## src/rtl/sbuf_pkg.sv

```systemverilog
package sbuf_pkg;
  localparam int DATA_W = 16;
  localparam int REG_AW = 15;
  localparam logic [REG_AW-1:0] CTRL_ADDR = 15'h0005;

  // Field order: bit 0 is the least significant member (load_off).
  typedef struct packed {
    logic chan;      // bit 4: receive channel select
    logic src;       // bit 3: receive source select
    logic rx_on;     // bit 2: receive stream enable
    logic play_on;   // bit 1: playback enable
    logic load_off;  // bit 0: loading disabled when 1
  } ctrl_t;

  localparam int CTRL_W = $bits(ctrl_t);
  localparam ctrl_t CTRL_RST = '{chan: 1'b0, src: 1'b0, rx_on: 1'b0,
                                 play_on: 1'b1, load_off: 1'b0};
endpackage

```

## src/rtl/sbuf_reg.sv

```systemverilog
module sbuf_reg
  import sbuf_pkg::*;
(
  input  logic              clk,
  input  logic              rst_n,
  input  logic              wr,
  input  logic [REG_AW-1:0] addr,
  input  logic [DATA_W-1:0] wdata,
  output logic [DATA_W-1:0] rdata,
  output ctrl_t             ctrl,
  output logic              load_start,
  output logic              load_stop
);
  logic  hit;
  ctrl_t nxt;
  logic  unused_wdata;

  assign hit          = wr && (addr == CTRL_ADDR);
  assign nxt          = ctrl_t'(wdata[CTRL_W-1:0]);
  assign unused_wdata = ^wdata[DATA_W-1:CTRL_W];

  always_ff @(posedge clk or negedge rst_n) begin
    if (!rst_n)   ctrl <= CTRL_RST;
    else if (hit) ctrl <= nxt;
  end

  // Edge strobes on the active-low load bit, seen in the write cycle
  assign load_start = hit &&  ctrl.load_off && !nxt.load_off;
  assign load_stop  = hit && !ctrl.load_off &&  nxt.load_off;

  assign rdata = (addr == CTRL_ADDR) ? {{(DATA_W-CTRL_W){1'b0}}, ctrl} : '0;
endmodule

```

## src/rtl/sbuf_wr.sv

```systemverilog
module sbuf_wr #(
  parameter int DEPTH  = 256,
  parameter int DATA_W = 16,
  localparam int AW = $clog2(DEPTH),
  localparam int CW = $clog2(DEPTH + 1)
) (
  input  logic              clk,
  input  logic              rst_n,
  input  logic              load_en,
  input  logic              load_start,
  input  logic              load_stop,
  input  logic              in_valid,
  output logic              in_ready,
  input  logic [DATA_W-1:0] in_data,
  output logic              we,
  output logic [AW-1:0]     waddr,
  output logic [DATA_W-1:0] wdata,
  output logic [CW-1:0]     len,
  output logic              ovf
);
  logic [CW-1:0] count, cnt_nxt;
  logic          full, acc;

  assign in_ready = load_en;
  assign acc      = in_valid && in_ready;
  assign full     = (count == CW'(DEPTH));
  assign we       = acc && !full;
  assign waddr    = count[AW-1:0];
  assign wdata    = in_data;
  assign cnt_nxt  = we ? count + CW'(1) : count;

  always_ff @(posedge clk or negedge rst_n) begin
    if (!rst_n) begin
      count <= '0;
      len   <= '0;
      ovf   <= 1'b0;
    end else begin
      if (load_start) begin
        count <= '0;
        ovf   <= 1'b0;
      end else begin
        count <= cnt_nxt;
        if (acc && full) ovf <= 1'b1;
      end
      // Includes a word accepted in the stop cycle
      if (load_stop) len <= cnt_nxt;
    end
  end
endmodule

```

## src/rtl/sbuf_rd.sv

```systemverilog
module sbuf_rd #(
  parameter int DEPTH = 256,
  localparam int AW = $clog2(DEPTH),
  localparam int CW = $clog2(DEPTH + 1)
) (
  input  logic          clk,
  input  logic          rst_n,
  input  logic          play_req,
  input  logic          load_off,
  input  logic [CW-1:0] len,
  input  logic          pb_ready,
  output logic          re,
  output logic [AW-1:0] raddr,
  output logic          pb_valid
);
  logic run, vld_q, last;

  assign run  = play_req && load_off && (|len);
  assign re   = run && (!vld_q || pb_ready);
  assign last = (CW'(raddr) == len - CW'(1));

  always_ff @(posedge clk or negedge rst_n) begin
    if (!rst_n) begin
      raddr <= '0;
      vld_q <= 1'b0;
    end else if (!run) begin
      raddr <= '0;
      vld_q <= 1'b0;
    end else if (re) begin
      vld_q <= 1'b1;
      raddr <= last ? '0 : raddr + AW'(1);
    end
  end

  assign pb_valid = vld_q && run;
endmodule

```

## src/rtl/sbuf_ram.sv

```systemverilog
module sbuf_ram #(
  parameter int DEPTH  = 256,
  parameter int DATA_W = 16,
  localparam int AW = $clog2(DEPTH)
) (
  input  logic              clk,
  input  logic              we,
  input  logic [AW-1:0]     waddr,
  input  logic [DATA_W-1:0] wdata,
  input  logic              re,
  input  logic [AW-1:0]     raddr,
  output logic [DATA_W-1:0] q
);
  logic [DATA_W-1:0] mem [DEPTH];

  always_ff @(posedge clk) begin
    if (we) mem[waddr] <= wdata;
    if (re) q <= mem[raddr];
  end
endmodule

```

## src/rtl/sbuf_ctrl.sv

```systemverilog
module sbuf_ctrl
  import sbuf_pkg::*;
#(
  parameter int DEPTH = 256,
  localparam int AW = $clog2(DEPTH),
  localparam int CW = $clog2(DEPTH + 1)
) (
  input  logic              clk,
  input  logic              rst_n,
  input  logic              reg_wr,
  input  logic [REG_AW-1:0] reg_addr,
  input  logic [DATA_W-1:0] reg_wdata,
  output logic [DATA_W-1:0] reg_rdata,
  input  logic              in_valid,
  output logic              in_ready,
  input  logic [DATA_W-1:0] in_data,
  output logic              pb_valid,
  input  logic              pb_ready,
  output logic [DATA_W-1:0] pb_data,
  output logic              rx_en,
  output logic              rx_src,
  output logic              rx_chan,
  output logic              ovf_flag
);
  ctrl_t             ctrl;
  logic              load_start, load_stop;
  logic              we, re;
  logic [AW-1:0]     waddr, raddr;
  logic [DATA_W-1:0] wdata;
  logic [CW-1:0]     len;

  sbuf_reg u_reg (
    .clk(clk), .rst_n(rst_n), .wr(reg_wr), .addr(reg_addr), .wdata(reg_wdata),
    .rdata(reg_rdata), .ctrl(ctrl), .load_start(load_start), .load_stop(load_stop)
  );

  sbuf_wr #(.DEPTH(DEPTH), .DATA_W(DATA_W)) u_wr (
    .clk(clk), .rst_n(rst_n), .load_en(!ctrl.load_off), .load_start(load_start),
    .load_stop(load_stop), .in_valid(in_valid), .in_ready(in_ready),
    .in_data(in_data), .we(we), .waddr(waddr), .wdata(wdata), .len(len),
    .ovf(ovf_flag)
  );

  sbuf_rd #(.DEPTH(DEPTH)) u_rd (
    .clk(clk), .rst_n(rst_n), .play_req(ctrl.play_on), .load_off(ctrl.load_off),
    .len(len), .pb_ready(pb_ready), .re(re), .raddr(raddr), .pb_valid(pb_valid)
  );

  sbuf_ram #(.DEPTH(DEPTH), .DATA_W(DATA_W)) u_ram (
    .clk(clk), .we(we), .waddr(waddr), .wdata(wdata),
    .re(re), .raddr(raddr), .q(pb_data)
  );

  assign rx_en   = ctrl.rx_on;
  assign rx_src  = ctrl.src;
  assign rx_chan = ctrl.chan;
endmodule

```

## config.mk

```make
export PLATFORM = sky130hd
export DESIGN_NAME = sbuf_ctrl
export DESIGN_NICKNAME = d
export VERILOG_FILES = /design/src/rtl/sbuf_pkg.sv /design/src/rtl/sbuf_reg.sv /design/src/rtl/sbuf_wr.sv /design/src/rtl/sbuf_rd.sv /design/src/rtl/sbuf_ram.sv /design/src/rtl/sbuf_ctrl.sv
export SDC_FILE = /design/constraint.sdc
export NUM_CORES = 2
export LEC_CHECK = 0
export BUFFER_PORTS_ARGS = -buffer_cell sky130_fd_sc_hd__buf_2
export CAP_MARGIN = 10
export CORE_MARGIN = 1.5
export CORE_UTILIZATION = 29
export CTS_CLUSTER_SIZE = 8
export DETAILED_ROUTE_END_ITERATION = 10
export GPL_ROUTABILITY_DRIVEN = 0
export HOLD_SLACK_MARGIN = 0.03
export SLEW_MARGIN = 25
export SYNTH_ARGS = -nofsm -noshare
export SYNTH_HDL_FRONTEND = slang
export SYNTH_SLANG_ARGS = --single-unit
```

## constraint.sdc

```tcl
create_clock -name clk -period 6.6 [get_ports clk]
set_input_delay 0.99 -clock clk [delete_from_list [all_inputs] [get_ports clk]]
set_output_delay 0.99 -clock clk [all_outputs]
set_load 0.05 [all_outputs]
```

==> metrics <==
Yosys top cell by area edfxtp_1; power density over cell area 305 mW/mm^2; Net Sw Frac 20.5%; Layout Nets about 8200; DRT Pass-1 Iters 5; Post-Layout Cell Count 15665; critical path type reg2out; Internal Power 45500 uW; Cells after DPL approximately 15000; Post-Synthesis Cells between 7000 and 8000; Fillers 50930; DR WL/cell 26.3 um; hold slack 231 ps; die height about 750 um; most instantiated cells after synthesis edfxtp_1 (4112), mux4_2 (773), mux2i_1 (539), nor2_1 (367), o221ai_1 (239); top cell type's share of synthesized area 76.5%; io pins 90; die width 749 um; Core ar. ~0.55 mm^2; CTS Buf Count 588; DP Wirelength roughly 240000 um; async set or reset register ratio after synthesis less than 1%; startpoint types flop; clk_lat worst skew 1070 ps; Total Routing Usage GR 14.2%; WL final 413000 um; critical path endpoint category primary output; post-synth cell types 76; setup violators final 0; NetSw 11700 uW; Max Root-Sink Buffers 4; Final Max Slew Viols 0; most common cell in the netlist edfxtp_1; fmax 197 MHz; Area growth, synth to finish 16.3%; post-CTS sizing 0; Tmin final 5090 ps; Max IR drop VDD about 0.28 mV; Hold Crit Start reg_wdata[2]; mean post-synth cell area 21.4 um^2; crit path max fanout 7; DRC marker count from the first detailed-route iteration 9476; EDFF count, synth 4112; Initial Util between 20% and 30%; register area 0.124 mm^2; synth top area cells edfxtp_1 (76%), mux4_2 (11%), mux2i_1 (3.3%); CTS H-tree lvls 6; leak pwr 0.0558 uW; DRT antenna net count 0; buffers added on ports 67; Clk pwr share 46.2%; Die Area 0.561 mm^2; Multi-input gate area 0.0343 mm^2; postcts setup bufs 0; Critical Path Start u_wr.len[2]; Fin. Hold Viols 0; slew margin rel. 15.7%; largest net degree at the start of global routing 166; antenna violations before repair 21; Clock Pin Slew Worst Setup and Hold Paths 50 ps; GR Overflow Total 0; sequential fraction of the synthesis area 77.0%; FP Rows roughly 270; Worst Hold Class in2reg; reg2reg start u_rd.raddr[0]; Gate power share 2.5%; Worst Clk Skew 106 ps; Synth Warn # 0; Tcrit/Tclk final 77.1%; Worst Path Required ~5600 ps; RSZ-0062 raised after global routing no; run status finished, final reports clean; max cap viols 0; post-route setup TNS 0 ps; FF+latch count, synth 4145; WP data arrival 4100 ps; first-pass GRT wire length 585000 um; ratio of cells with drive above 1 in the final layout approximately a quarter; drt via density 5.10; ys flop type edfxtp_1; CTS tree done; CTS root buf clkbuf_16; vias in the first global route 80575; number of clock sinks between 4000 and 5000; synthesized area between 0.15 and 0.2 mm^2; Worst-Margin Slew ~1300 ps; DRC violations left 0; sequential power share 51.3%; vias 79891
## routing by layer
metal  vias to the layer above  wire length (um)  global-route usage (%)
met2                      3736            192000                    22.5
met3                       639             35200                    2.80
met1                     42565            172000                    19.6
met5                         -                13                       0
li1                      32949                 -                       -
met4                         2             13500                    4.76
## worst paths after layout
kind	cells past startpoint	to	slack (ps)
max in group asynchronous	3	u_rd.raddr[4]	5520
min in group asynchronous	3	u_reg.ctrl[0]	590
worst max register to register	9	u_ram.q[13]	1620
worst min register to register	2	u_wr.len[8]	530
worst max-delay path	5	pb_valid	1510
worst min-delay path	2	u_reg.ctrl[2]	230
## cell families after synthesis
group	Yosys count	synth area share (%)
fa+ha+maj	7	0.0542
mux	1480	15.4
simple gates	657	1.87
xor+xnor	20	0.109
other cells	1	0.00232
flops	4145	77.0
buf+inv	480	2.02
compound gates	768	3.51
## sequential cells by signal, indices dropped and copies added, names as in the netlist
name and cells:
u_ram.mem 4096, u_ram.q 16, u_rd.raddr 8, u_rd.vld_q 1
u_reg.ctrl 5, u_wr.count 9, u_wr.len 9, u_wr.ovf 1
## power groups by stage
| stage | logic, uW | clock network [uW] | registers, uW |
|---|---|---|---|
| 5_1_grt | 1480 | 27900 | 29300 |
| 3_3_place_gp | 1330 | 0 | 29800 |
| 4_1_cts | 1400 | 26900 | 29400 |
| 2_1_floorplan | 429 | 0 | 29800 |
| 3_5_place_dp | 1400 | 0 | 29800 |
| 6_report | 1420 | 26400 | 29400 |
## stage by stage
| step | setup WS [ps] | util [%] | total power [uW] | instance area [um^2] |
|---|---|---|---|---|
| final | 1510 | 33.9 | 57200 | 188000 |
| after CTS | 1550 | 33.9 | 57600 | 188000 |
| after floorplan | 3180 | - | 30200 | 161000 |
| after detailed placement | 1220 | 31.0 | 31200 | 172000 |
| after global routing | 1330 | 33.9 | 58800 | 188000 |
| after global placement | 1280 | 31.0 | 31100 | 172000 |
## worst max-delay path: stages (launching register included)
cell	delay (ps)
dfrtp_1	450
nor3_1	500
nand4b_1	620
and3_1	730
and2_1	500
buf_2	310
## what timing repair did
item | 4_1_cts | 5_1_grt
hold endpoints to repair | 13 | 0
hold buffers | 1 | 0
setup endpoints to repair | 0 | 0
## layout make-up
type | instances | share of cell area (%)
Tap cell | 7425 | 4.95
Multi-Input combinational cell | 2943 | 18.3
Antenna cell | 2 | 0.00267
Inverter | 10 | 0.0267
Clock inverter | 51 | 0.409
Sequential cell | 4145 | 66.2
Timing Repair Buffer | 458 | 2.10
Clock buffer | 631 | 8.00
## cell usage in the layout, fill, tap and decap left out, types with 16 or more instances in the layout
cell type / instances
o22ai_1: 113
buf_12: 35
inv_6: 22
mux2i_1: 539
a22o_1: 32
nor3_1: 83
a22oi_1: 32
nor2_1: 297
buf_4: 348
buf_8: 16
edfxtp_1: 4112
o221ai_1: 239
dfrtp_1: 27
o21ai_0: 80
a21oi_1: 109
nor2_4: 23
nand2_1: 55
buf_2: 53
mux4_1: 16
mux2_2: 152
nand4_1: 25
nand3_1: 19
nor4_1: 16
a221oi_1: 73
clkbuf_16: 595
mux4_2: 773
nor2_2: 47
clkbuf_1: 36
Note: power is estimated with default switching activity, not from simulation.
